File: src/rtl/clkcfg_pkg.sv
package clkcfg_pkg;

    typedef enum logic [0:0] {
        TRG_IDLE = 1'b0,
        TRG_BUSY = 1'b1
    } trg_state_e;

    // Selector code counts as a parent when it is below the parent count.
    function automatic logic code_mapped(logic [31:0] code, logic [31:0] parents);
        return code < parents;
    endfunction

endpackage

File: src/rtl/clkcfg_commit.sv
module clkcfg_commit
    import clkcfg_pkg::*;
#(
    parameter int unsigned W       = 8,
    parameter int unsigned LAT     = 3,
    parameter logic [W-1:0] RST_VAL = '0
) (
    input  logic         clk,
    input  logic         rst,
    input  logic         gate_en,
    input  logic         go,
    input  logic [W-1:0] stage,
    output logic         busy,
    output logic [W-1:0] active
);
    localparam int unsigned CW = (LAT < 2) ? 1 : $clog2(LAT);

    trg_state_e    state;
    logic [CW-1:0] cnt;
    logic [W-1:0]  hold;

    always_ff @(posedge clk) begin
        if (rst) begin
            state  <= TRG_IDLE;
            cnt    <= '0;
            hold   <= RST_VAL;
            active <= RST_VAL;
        end else begin
            unique case (state)
                TRG_IDLE: begin
                    if (go && gate_en) begin
                        hold  <= stage;
                        cnt   <= CW'(LAT - 1);
                        state <= TRG_BUSY;
                    end
                end
                TRG_BUSY: begin
                    if (cnt == '0) begin
                        active <= hold;
                        state  <= TRG_IDLE;
                    end else begin
                        cnt <= cnt - 1'b1;
                    end
                end
                default: state <= TRG_IDLE;
            endcase
        end
    end

    assign busy = (state == TRG_BUSY);

endmodule

File: src/rtl/clkcfg_phase_acc.sv
module clkcfg_phase_acc #(
    parameter int unsigned SC_W = 13,
    parameter int unsigned STEP = 16
) (
    input  logic            clk,
    input  logic            rst,
    input  logic            run,
    input  logic [SC_W-1:0] scaled,
    output logic            pulse
);
    logic [SC_W-1:0] acc;
    logic [SC_W:0]   sum;

    assign sum   = {1'b0, acc} + (SC_W + 1)'(STEP);
    assign pulse = run && (sum >= {1'b0, scaled});

    always_ff @(posedge clk) begin
        if (rst || !run) begin
            acc <= '0;
        end else if (pulse) begin
            acc <= SC_W'(sum - {1'b0, scaled});
        end else begin
            acc <= sum[SC_W-1:0];
        end
    end

endmodule

File: src/rtl/clkcfg_divmux.sv
module clkcfg_divmux
    import clkcfg_pkg::*;
#(
    parameter int unsigned SEL_W       = 3,
    parameter int unsigned NUM_PARENTS = 5,
    parameter int unsigned RESET_SEL   = 7,
    parameter int unsigned PDIV_W      = 4,
    parameter int unsigned INT_W       = 8,
    parameter int unsigned FRAC_W      = 4,
    parameter int unsigned LAT         = 3
) (
    input  logic                      clk,
    input  logic                      rst,
    input  logic                      gate_en,
    input  logic [SEL_W-1:0]          stage_sel,
    input  logic [PDIV_W-1:0]         stage_prediv,
    input  logic [INT_W+FRAC_W-1:0]   stage_div,
    input  logic                      go_pre,
    input  logic                      go_main,
    output logic                      busy_pre,
    output logic                      busy_main,
    output logic [SEL_W-1:0]          act_sel,
    output logic                      sel_valid,
    output logic [PDIV_W:0]           pre_divisor,
    output logic [INT_W+FRAC_W:0]     scaled_div,
    output logic                      clk_en_pulse
);
    localparam int unsigned DIV_W = INT_W + FRAC_W;
    localparam int unsigned SC_W  = DIV_W + 1;
    localparam int unsigned STEP  = 1 << FRAC_W;
    localparam int unsigned PRE_W = SEL_W + PDIV_W;
    localparam logic [PRE_W-1:0] PRE_RST = {SEL_W'(RESET_SEL), PDIV_W'(0)};

    logic [PRE_W-1:0] pre_act;
    logic [DIV_W-1:0] div_act;
    logic             run;

    // Selector and pre-divider share the pre-trigger.
    clkcfg_commit #(.W(PRE_W), .LAT(LAT), .RST_VAL(PRE_RST)) pre_cu (
        .clk     (clk),
        .rst     (rst),
        .gate_en (gate_en),
        .go      (go_pre),
        .stage   ({stage_sel, stage_prediv}),
        .busy    (busy_pre),
        .active  (pre_act)
    );

    // Downstream divider has its own trigger.
    clkcfg_commit #(.W(DIV_W), .LAT(LAT), .RST_VAL('0)) div_cu (
        .clk     (clk),
        .rst     (rst),
        .gate_en (gate_en),
        .go      (go_main),
        .stage   (stage_div),
        .busy    (busy_main),
        .active  (div_act)
    );

    assign act_sel     = pre_act[PRE_W-1 -: SEL_W];
    assign pre_divisor = {1'b0, pre_act[PDIV_W-1:0]} + (PDIV_W + 1)'(1);
    // The stored minus-one lives above the fraction bits.
    assign scaled_div  = {1'b0, div_act} + SC_W'(STEP);
    assign sel_valid   = code_mapped(32'(act_sel), 32'(NUM_PARENTS));
    assign run         = gate_en && sel_valid && !busy_main;

    clkcfg_phase_acc #(.SC_W(SC_W), .STEP(STEP)) acc_u (
        .clk    (clk),
        .rst    (rst),
        .run    (run),
        .scaled (scaled_div),
        .pulse  (clk_en_pulse)
    );

endmodule

File: config.mk
export PLATFORM = sky130hd
export DESIGN_NAME = clkcfg_divmux
export DESIGN_NICKNAME = d
export VERILOG_FILES = /design/src/rtl/clkcfg_pkg.sv /design/src/rtl/clkcfg_commit.sv /design/src/rtl/clkcfg_phase_acc.sv /design/src/rtl/clkcfg_divmux.sv
export SDC_FILE = /design/constraint.sdc
export NUM_CORES = 1
export LEC_CHECK = 0
export ABC_AREA = 1
export BUFFER_PORTS_ARGS = -buffer_cell sky130_fd_sc_hd__buf_2
export CAP_MARGIN = 15
export CORE_ASPECT_RATIO = 1.75
export CORE_MARGIN = 2
export CORE_UTILIZATION = 40
export DETAILED_ROUTE_END_ITERATION = 10
export PLACE_DENSITY = 0.73
export SYNTH_ARGS = -nofsm -noshare
export SYNTH_HDL_FRONTEND = slang
export SYNTH_SLANG_ARGS = --single-unit
export TNS_END_PERCENT = 1
File: constraint.sdc
create_clock -name clk -period 2.3 [get_ports clk]
set_input_delay 0.23 -clock clk [delete_from_list [all_inputs] [get_ports clk]]
set_output_delay 0.23 -clock clk [all_outputs]
set_load 0.1 [all_outputs]
After elaboration in Yosys (flattened, before gate mapping)

Index checks and enable logic that the tools add are counted.

$add $sub $neg: 6
Multipliers: 0
Div/mod/pow operators: 0
$lt $le $gt $ge: 2
Equality and inequality tests: 4
Shifts and indexed selects: 0
Multiplexer cells: 13
Bitwise gates (word level): 2
Reductions and logical operators: 16

Operators with widths:

| operator                                         | count |
|---|---|
| adder 13 x 5 -> 14 bit, second input constant    | 1 |
| greater-or-equal comparator 14 x 13 -> 1 bit     | 1 |
| adder 12 x 5 -> 13 bit, second input constant    | 1 |
| 2-to-1 mux 13 bit                                | 1 |
| subtractor 13 bit                                | 1 |
| AND reduction 2 bit                              | 6 |
| 2-to-1 mux 2 bit                                 | 4 |
| one-hot mux 2 bit (2 select lines)               | 2 |
| adder 4 x 1 -> 5 bit, second input constant      | 1 |
| logical AND 1 bit                                | 5 |
| zero test 2 bit                                  | 2 |
| 2-to-1 mux 1 bit                                 | 4 |
| != test 2 x 1 -> 1 bit, second input constant    | 2 |
| != test 2 bit, second input constant             | 2 |
| one-hot mux 1 bit (2 select lines)               | 2 |
| subtractor 2 x 1 -> 2 bit, second input constant | 2 |
| < comparator 3 bit, second input constant        | 1 |
| zero test 1 bit                                  | 2 |
| NOT 1 bit                                        | 2 |
| logical OR 1 bit                                 | 1 |

Bits in registers: 57
Latch bits: 0
Bits in writable memories: 0
Bits in read-only memories: 0
Logic and storage cells: 52
Memories: 0

Longest topological paths before layout

Gate-level depths: netlist of the first run.

Depth in word-level cells: 5
Gate-level depth with buffers: 17
Mapped depth without buffers: 17

By module

A second synthesis of the first run with hierarchy kept.

Cell total of the unflattened synthesis: 530
Area, all modules: 3,515.9 um2

By module, submodules not included:

| module                 | times used | cells an instance | area an instance (um2) | sequential area each (um2) |
|---|---|---|---|---|
| clkcfg_phase_acc       | 1          | 249               | 1,531.5                | 260.2 |
| clkcfg_commit (div_cu) | 1          | 150               | 1,092.3                | 540.5 |
| clkcfg_commit (pre_cu) | 1          | 90                | 679.4                  | 340.3 |
| clkcfg_divmux          | 1          | 41                | 212.7                  | 0.0 |

Least setup slack after synthesis of the first run

Ideal clock, no wire load.

Path kind: reg-to-output
Start: reg div_cu.active[4]
End: out clk_en_pulse
Arrival time: 4,162 ps
Path slack: -2,092 ps
Cell stages (with the launch flop): 16
Path buffers: 1
Path through: dfxtp_1 -> ha_1 -> nand3_1 -> nor2_1 -> xor2_1 -> inv_1 -> ha_1 -> nand2_1 -> nor2_2 -> nand3_1 -> nand3_1 -> nor2_4 -> nand2_4 -> nand2_8 -> buf_12 -> inv_1

Longest elaborated chain between the ends: 3

RTL lines:

| element                                      | line                   | text |
|---|---|---|
| from (decl)                                  | clkcfg_commit.sv:14    | `output logic [W-1:0] active` |
| from (signal assigned)                       | clkcfg_commit.sv:39    | `active <= hold;` |
| adder 12 x 5 -> 13 bit                       | clkcfg_divmux.sv:63    | `assign scaled_div = {1'b0, div_act} + SC_W'(STEP);` |
| named net scaled_div[10]                     | clkcfg_divmux.sv:25    | `output logic [INT_W+FRAC_W:0] scaled_div,` |
| greater-or-equal comparator 14 x 13 -> 1 bit | clkcfg_phase_acc.sv:15 | `assign pulse = run && (sum >= {1'b0, scaled});` |
| logical AND 1 bit                            | clkcfg_phase_acc.sv:15 |  |
| to (decl)                                    | clkcfg_divmux.sv:26    | `output logic clk_en_pulse` |

The timed path passes the listed nets, and every way through them passes these cells.

Worst setup path after layout of the first run

Start: reg acc_u.acc[5]
End: out clk_en_pulse

Longest elaborated chain between the ends: 3

RTL lines:

| element                                      | line                   | text |
|---|---|---|
| from (decl)                                  | clkcfg_phase_acc.sv:11 | `logic [SC_W-1:0] acc;` |
| from (signal assigned)                       | clkcfg_phase_acc.sv:21 | `acc <= SC_W'(sum - {1'b0, scaled});` |
| from (signal assigned)                       | clkcfg_phase_acc.sv:23 | `acc <= sum[SC_W-1:0];` |
| adder 13 x 5 -> 14 bit                       | clkcfg_phase_acc.sv:14 | `assign sum = {1'b0, acc} + (SC_W + 1)'(STEP);` |
| greater-or-equal comparator 14 x 13 -> 1 bit | clkcfg_phase_acc.sv:15 |  |
| logical AND 1 bit                            | clkcfg_phase_acc.sv:15 |  |

Every way passes these cells.

==> parameters.txt, run 1 <==
Parameter                              Value

Routing
  Remaining antenna violation count after routing ... 0
  Post-detailed-route via-to-cell ratio ... 4.88
  Starting DRC count in detailed routing ... between 100 and 150
  First-pass iteration count of the detailed router ... 4
  Total length of routed wires ... roughly 8000 um
  Total number of vias ... 3115
  DRC violation count after routing ... 0
  Wire length per cell ... 12.2 um

Run status
  Run status ... complete, but fails checks
  Violations in the final reports ... negative setup slack

STA
  Final worst-path cycle share ... 119%
  Hold violation total from the final report ... 0
  Final count of pins violating max slew ... 0
  Worst-Margin Slew ... 0.805 ns
  Fmax ... 364 MHz
  RSZ-0062 raised after global routing ... true
  Post-Route Skew ... about 0.0049 ns
  Max-slew headroom ... 46.1%
  Slack of the critical path ... -0.445 ns
  Tmin final ... 2.74 ns
  Final number of setup-violating endpoints ... 14

Power and ir drop
  Overall power after layout ... 3.18 mW
  Highest ir drop seen on vdd ... ~0.84 mV
  Power density over cell area ... 712 mW/mm2
  Leakage power of the design ... approximately 2.2 nW

Clock network
  Clock H-tree levels ... 3
  Buffer levels on the longest clock path ... 2
  Clock network latency to the later pin of the worst-skew pair ... 0.32 ns
  Clock Root Buffer ... sky130_fd_sc_hd__clkbuf_16
  Post-CTS clock slew at the launch and capture registers of the worst setup and hold paths ... 0.05 ns
  Cts bufs inserted ... 9
  CTS tree ... done
  TritonCTS Sinks ... 57
  Post-CTS Hold Fix Bufs ... 0

Yosys
  Average cell area after synthesis ... 7.05 um2
  Distinct cell type count after synthesis ... 27
  Gate Count Post-Synth ... 457
  Syn Std Cell Area ... 0.00322 mm2
  Proportion of synthesized chip area in sequential cells ... 35.4%
  Yosys synthesis warning count ... 0
  Post-Synthesis Net Count ... 500
  Count of state elements after synthesis ... 57

Finish
  # diodes ... 0
  Most common library cell in the layout ignoring fill and taps ... sky130_fd_sc_hd__nor2_1
  Finished Cell Area ... 0.00447 mm2
  Layout area overhead ... 38.8%
  # fillers ... 710
  Fraction of layout instances using a drive strength above 1 ... 32.5%
  Commonest non-fill, non-tap cells in the layout ... 82 x sky130_fd_sc_hd__nor2_1, 63 x sky130_fd_sc_hd__nand2_1, 53 x sky130_fd_sc_hd__inv_1
  Core Util, Final ... 57.0%
  Final Instance Count excl. Fillers ... 638
  Final net count ... 586

Place
  Post-placement setup slack ... -0.245 ns
  Routability cong. ... 0.954
  Placed cell count ... 619
  Quantity of I/O buffers inserted on ports ... 48
  Area after DPL ... 0.00404 mm2
  DP HPWL ... between 6000 and 7000 um

Global routing
  Total global-route track usage ... 19.4%
  Initial antenna violation count ... 0
  Via count of the first global-routing pass ... 3055
  Wire length of the first global-routing pass ... 13400 um
  Maximum number of pins on one net before global-route repair ... 27
  GR Overflow Total ... 0

Die
  Floorplan die height ... 123 um
  I/O pin count ... between 40 and 50
  Width of the die ... 71.9 um
  Placement Rows ... 43
  Die area ... ~0.0088 mm2
  Core area ... 0.00786 mm2
  Starting Density ... 41.0%

Critical path
  Worst Path Class, Setup ... reg2out
  Setup slack of the most critical reg-to-reg path ... -0.18 ns
  Endpoint arrival time on the critical path ... 2.51 ns
  Type of element capturing the critical path ... output pin
  CP Launch Type ... register
  Maximum fanout along the worst path ... 3
  Req. time, crit path ... 2.07 ns

Job
  Maximum capacitance violations ... 0

Hold path
  Tightest Hold Check Type ... in2reg
[synthesized netlist by cell type]
cell type / count / area [um2]
sky130_fd_sc_hd__nor2_1: 90 / 338
sky130_fd_sc_hd__nand2_1: 65 / 244
sky130_fd_sc_hd__dfxtp_1: 57 / 1140
sky130_fd_sc_hd__inv_1: 57 / 214
sky130_fd_sc_hd__o21ai_0: 45 / 225
sky130_fd_sc_hd__nand3_1: 29 / 145
sky130_fd_sc_hd__a21oi_1: 20 / 100
sky130_fd_sc_hd__ha_1: 18 / 225
sky130_fd_sc_hd__nor2_2: 16 / 100
sky130_fd_sc_hd__xor2_1: 16 / 140
sky130_fd_sc_hd__buf_4: 7 / 52.6
sky130_fd_sc_hd__clkbuf_1: 7 / 26.3
sky130_fd_sc_hd__xnor2_1: 6 / 52.6
sky130_fd_sc_hd__nand2_2: 4 / 25.0
sky130_fd_sc_hd__nand4_1: 4 / 25.0
sky130_fd_sc_hd__a21boi_0: 2 / 15.0
sky130_fd_sc_hd__a21o_1: 2 / 15.0
sky130_fd_sc_hd__nand2_4: 2 / 22.5
sky130_fd_sc_hd__nand3_2: 2 / 20.0
sky130_fd_sc_hd__buf_12: 1 / 20.0
sky130_fd_sc_hd__buf_2: 1 / 5.00
sky130_fd_sc_hd__fa_1: 1 / 20.0
sky130_fd_sc_hd__nand2_8: 1 / 20.0
sky130_fd_sc_hd__nand3b_1: 1 / 7.51
sky130_fd_sc_hd__nor2_4: 1 / 11.3
sky130_fd_sc_hd__o211ai_1: 1 / 7.51
sky130_fd_sc_hd__o21ai_1: 1 / 5.00
[critical path: stages, from the launching register on]
cell                         delay (ns)
sky130_fd_sc_hd__dfxtp_2           0.35
sky130_fd_sc_hd__nand2_2           0.07
sky130_fd_sc_hd__nor2_4            0.11
sky130_fd_sc_hd__nand2_1           0.07
sky130_fd_sc_hd__buf_4             0.14
sky130_fd_sc_hd__xnor2_2           0.12
sky130_fd_sc_hd__buf_4             0.15
sky130_fd_sc_hd__ha_4              0.28
sky130_fd_sc_hd__nand2_4           0.06
sky130_fd_sc_hd__nor2_2            0.13
sky130_fd_sc_hd__nand3_1           0.10
sky130_fd_sc_hd__nand3_2           0.13
sky130_fd_sc_hd__nand2_4           0.06
sky130_fd_sc_hd__nand2_4           0.09
sky130_fd_sc_hd__nand2_8           0.06
sky130_fd_sc_hd__clkinvlp_4        0.08
sky130_fd_sc_hd__buf_12            0.16
[routing by layer]
layer	vias to the layer above	track usage, %	share of wire [%]
met5	-	0	0
met4	0	8.96	2.5
met3	14	3.61	3.1
met2	64	37.6	57
met1	1413	19.4	37
li1	1624	-	-
[where the power goes]
group	total (mW)	switching (mW)	leakage (nW)	internal (mW)
combinational	0.816	0.542	1.56	0.274
clock	1.30	0.437	0.142	0.861
sequential	1.07	0.0326	0.470	1.04
total	3.18	1.01	2.17	2.17
[cells by family after synthesis]
kind of cell,Yosys count,synth area share [%]
adders and majority gates,19,7.61
buffers and inverters,73,9.86
DFF,57,35.4
AOI/OAI and AO/OA,71,11.4
xor gates and xnor gates,22,5.98
and+or+nand+nor,215,29.7
[layout make-up]
type	count	area [um2]	share of cell area, %
Multi-Input combinational cell	327	2090	46.8
Sequential cell	57	1160	25.9
Timing Repair Buffer	91	594	13.3
Clock buffer	11	243	5.43
Inverter	57	218	4.87
Tap cell	90	113	2.52
Clock inverter	5	55.1	1.23
[flip-flops by register name, summed over array words and instances (netlist names)]
| name | flops |
|---|---|
| div_cu.hold | 12 |
| div_cu.active | 12 |
| div_cu.busy | 1 |
| pre_cu.hold | 7 |
| pre_cu.cnt | 2 |
| pre_cu.active | 7 |
| div_cu.cnt | 2 |
| acc_u.acc | 13 |
| pre_cu.busy | 1 |
[timing repair]
action                                  4_1_cts  5_1_grt
pin swaps                                    12        7
endpoints found under the setup margin       14       14
setup buffers                                 2        1
gates resized for setup                      24        9
[worst paths after layout]
path              cells past startpoint           start                to
setup reg to reg                     18    acc_u.acc[5]      acc_u.acc[7]
hold / removal                        3    stage_sel[2]    pre_cu.hold[6]
setup / recovery                     16    acc_u.acc[5]      clk_en_pulse
hold reg to reg                       2  pre_cu.hold[6]  pre_cu.active[6]
[per-stage QoR]
step / setup TNS, ns / hold slack (ns)
2_1_floorplan: -5.43 / 0.302
3_3_place_gp: -1.29 / 0.436
3_5_place_dp: -2.76 / 0.441
4_1_cts: -1.52 / 0.103
5_1_grt: -3.66 / 0.120
6_report: -1.71 / 0.109
Note: power is estimated with default switching activity, not from simulation.
==> run 2, diff against run 1 <==
Settings changed: REMOVE_ABC_BUFFERS set to 1.
==> run 2 against run 1 <==
Against the previous run: the flow still finishes with violations (negative setup slack); critical path type unchanged; via count grew 2.0%; critical path depth is 1 lower; clock power increased by 10%; global-route usage increased by 0.31 points; register-to-register slack about the same; count of clock-buffer cells in the layout did not move; sequential share of layout area fell by 0.10 points; cell count is 1.3% higher; worst setup slack improved by 0.079 ns; die area is the same; fmax rose by 3.0%.
==> parameters.txt, run 2 (synthesis results as in run 1) <==
Parameter                              Value

Run status
  Run status ... complete, but fails checks
  Violations in the final reports ... negative setup slack

Finish
  Fraction of layout instances using a drive strength above 1 ... 32.2% (-0.29 points)
  Commonest non-fill, non-tap cells in the layout ... 84 x sky130_fd_sc_hd__nor2_1, 61 x sky130_fd_sc_hd__nand2_1, 55 x sky130_fd_sc_hd__inv_1
  Registers with the most flip-flops ... acc_u.acc (13), div_cu.active (12), div_cu.hold (12)
  Layout area overhead ... 38.8% (about the same)
  # diodes ... 0 (unchanged)
  Final net count ... 594 (+1.4%)
  Max FFs per register ... 13 (unchanged)
  Biggest register ... acc_u.acc
  Most common library cell in the layout ignoring fill and taps ... sky130_fd_sc_hd__nor2_1

Die
  Floorplan die height ... 123 um (unchanged)
  Die area ... 0.00882 mm2 (unchanged)
  Starting Density ... 41.0% (unchanged)
  I/O pin count ... 49 (unchanged)
  Placement Rows ... 43 (unchanged)
  Core area ... 0.00786 mm2 (unchanged)
  Width of the die ... 71.9 um (unchanged)

Critical path
  Depth of the most critical reg-to-reg path ... 18 (unchanged)
  Endpoint arrival time on the critical path ... 2.44 ns (-0.07 ns)
  Cell seen most often among critical-path stages ... sky130_fd_sc_hd__nand2_4
  CP Launch Type ... register
  Req. time, crit path ... 2.07 ns (about the same)
  Standard cell with the maximum stage delay on the critical path ... sky130_fd_sc_hd__dfxtp_2
  Critical path cell sequence ... ha_4 -> nand3_4 -> buf_4 -> xor2_2 -> inv_1 -> ha_4 -> nand2_4 -> nor2_4 -> nand3_1 -> nand3_2 -> nand2_4 -> nand2_4 -> nand2_8 -> inv_4 -> buf_12
  Max incr delay on CP ... 0.35 ns (about the same)
  Worst Path Class, Setup ... reg2out
  Setup slack of the most critical reg-to-reg path ... -0.18 ns (about the same)
  Type of element capturing the critical path ... output pin
  Family of cells with the greatest summed delay on the critical path ... simple AND/OR/NAND/NOR gates
  Worst r2r dst ... acc_u.acc[12]
  Crit path buf inv count ... 4 (unchanged)
  Launch point of the worst reg-to-reg path ... acc_u.acc[4]
  Maximum fanout along the worst path ... 3 (unchanged)

STA
  Post-Route Skew ... 0.0104 ns (+0.00555 ns)
  Worst-Margin Slew ... 0.794 ns (-0.0110 ns)
  Slack of the critical path ... -0.365 ns (+0.0792 ns)
  RSZ-0062 raised after global routing ... true
  Final number of setup-violating endpoints ... 14 (unchanged)
  Max-slew headroom ... 47.0% (+0.87 points)
  Worst hold margin ... 0.102 ns (-0.00709 ns)
  Fmax ... 375 MHz (+3.0%)
  Final count of pins violating max slew ... 0 (unchanged)
  Tmin final ... 2.67 ns (-0.0792 ns)
  Final worst-path cycle share ... 116% (-3.4 points)
  Hold violation total from the final report ... 0 (unchanged)
  Setup TNS ... -1.99 ns (-0.283 ns)

Power and ir drop
  Clock power share ... 43.1% (+2.3 points)
  Switching part of the total ... 31.1% (-0.63 points)
  Total net switching power ... 1.03 mW (+2.2%)
  Proportion of power drawn by flip-flops and latches ... 32.1% (-1.5 points)
  Highest ir drop seen on vdd ... 0.558 mV (-34%)
  Power density over cell area ... 743 mW/mm2 (+4.3%)
  P_int ... 2.29 mW (+5.3%)
  Combinational group share of total power ... 24.8% (-0.8 points)
  Leakage power of the design ... 2.23 nW (+2.9%)

Routing
  Post-detailed-route via-to-cell ratio ... 4.92 (+0.76%)
  Total number of vias ... 3178 (+2.0%)
  Remaining antenna violation count after routing ... 0 (unchanged)
  Starting DRC count in detailed routing ... 108 (-18%)
  Wire length per cell ... 12.7 um (+4.7%)
  Total length of routed wires ... 8240 um (+6.0%)
  First-pass iteration count of the detailed router ... 4 (unchanged)
  DRC violation count after routing ... 0 (unchanged)

Global routing
  GR Overflow Total ... 0 (unchanged)
  Initial antenna violation count ... 0 (unchanged)
  Total global-route track usage ... 19.7% (+0.31 points)
  Maximum number of pins on one net before global-route repair ... 33 (+22%)
  Via count of the first global-routing pass ... 3184 (+4.2%)
  Wire length of the first global-routing pass ... 13500 um (+1.1%)

Clock network
  Post-CTS clock slew at the launch and capture registers of the worst setup and hold paths ... 0.05 ns (about the same)
  Buffer levels on the longest clock path ... 2 (unchanged)
  Clock network latency to the later pin of the worst-skew pair ... 0.33 ns (about the same)
  CTS tree ... done
  Clock H-tree levels ... 3 (unchanged)
  Cts bufs inserted ... 9 (unchanged)
  TritonCTS Sinks ... 57 (unchanged)
  Post-CTS Hold Fix Bufs ... 0 (unchanged)
  Clock Root Buffer ... sky130_fd_sc_hd__clkbuf_16

Job
  Maximum capacitance violations ... 0 (unchanged)

Place
  DP HPWL ... 6120 um (+0.82%)
  Routability cong. ... 0.960 (+0.68%)
  Quantity of I/O buffers inserted on ports ... 48 (unchanged)

Hold path
  Hold Path Depth ... 3 (unchanged)
  Tightest Hold Check Type ... in2reg
  Worst Hold End ... pre_cu.hold[6]
  Origin of the worst min-delay path ... stage_sel[2]
==> run 2: cell types whose count changed in the layout (fill, tap and decap cells not counted), moves of 3 or more <==
cell	change
sky130_fd_sc_hd__buf_4	+8
sky130_fd_sc_hd__clkinvlp_4	-3
sky130_fd_sc_hd__o21ai_0	+5
sky130_fd_sc_hd__o21ai_1	-4
sky130_fd_sc_hd__xor2_2	+3
sky130_fd_sc_hd__xor2_4	-5
==> run 2: power groups by stage <==
| stage | Clock (mW) | Sequential, mW | Combinational [mW] |
|---|---|---|---|
| final | 1.43 | 1.07 | 0.823 |
| after global placement | 0 | 1.08 | 0.750 |
| after CTS | 1.45 | 1.07 | 0.779 |
| after detailed placement | 0 | 1.09 | 0.761 |
| after floorplan | 0 | 1.14 | 0.504 |
| after global routing | 1.49 | 1.07 | 0.894 |
==> run 2: what timing repair did <==
action                                  in CTS  in global routing
buffers inserted                             4                  2
endpoints found under the setup margin      14                 14
pin swaps                                   12                 14
gates resized for setup                     30                 26
endpoints found under the hold margin        0                  0
==> run 2: metal layers <==
| layer | track usage [%] | routed length, um | vias up | share of wire (%) |
|---|---|---|---|---|
| met5 | 0 | 0 | - | 0 |
| met4 | 13.1 | 428 | 0 | 5.2 |
| met3 | 5.17 | 331 | 36 | 4.0 |
| met2 | 37.2 | 4570 | 83 | 55 |
| met1 | 18.0 | 2910 | 1431 | 35 |
| li1 | - | - | 1628 | - |
==> run 2: worst max-delay path by stage <==
stage                          start      endpoint  slack [ns]  cells after the start
floorplan           pre_cu.active[5]  clk_en_pulse       -2.21                      5
global placement        acc_u.acc[5]  clk_en_pulse       -0.22                     16
detailed placement      acc_u.acc[5]  clk_en_pulse       -0.26                     16
CTS                     acc_u.acc[5]  clk_en_pulse       -0.41                     16
global route            acc_u.acc[4]  clk_en_pulse       -0.52                     16
finish                  acc_u.acc[4]  clk_en_pulse       -0.37                     15
==> run 2: worst min-delay path, stage by stage <==
cell,delay (ns)
sky130_fd_sc_hd__buf_2,0.07
sky130_fd_sc_hd__nand2_1,0.04
sky130_fd_sc_hd__nand3_1,0.05
==> run 2: area by class of cell <==
cell class / count / area [um2]
multi-input combinational: 327 / 2010
clock buffer: 11 / 243
inverter: 57 / 216
fill: 686 / 3380
sequential: 57 / 1150
clock inverter: 5 / 78.8
timing repair buffer: 99 / 654
tap: 90 / 113
==> run 2: metrics by stage <==
step,power [mW],util [%],cells,cell area [um2],worst slack (ns)
global route,3.46,56.9,646,4470,-0.522
global placement,1.83,48.9,624,3840,-0.216
CTS,3.30,55.1,644,4330,-0.408
detailed placement,1.85,48.9,624,3840,-0.263
finish,3.32,56.9,646,4470,-0.365
floorplan,1.65,-,441,3120,-2.21
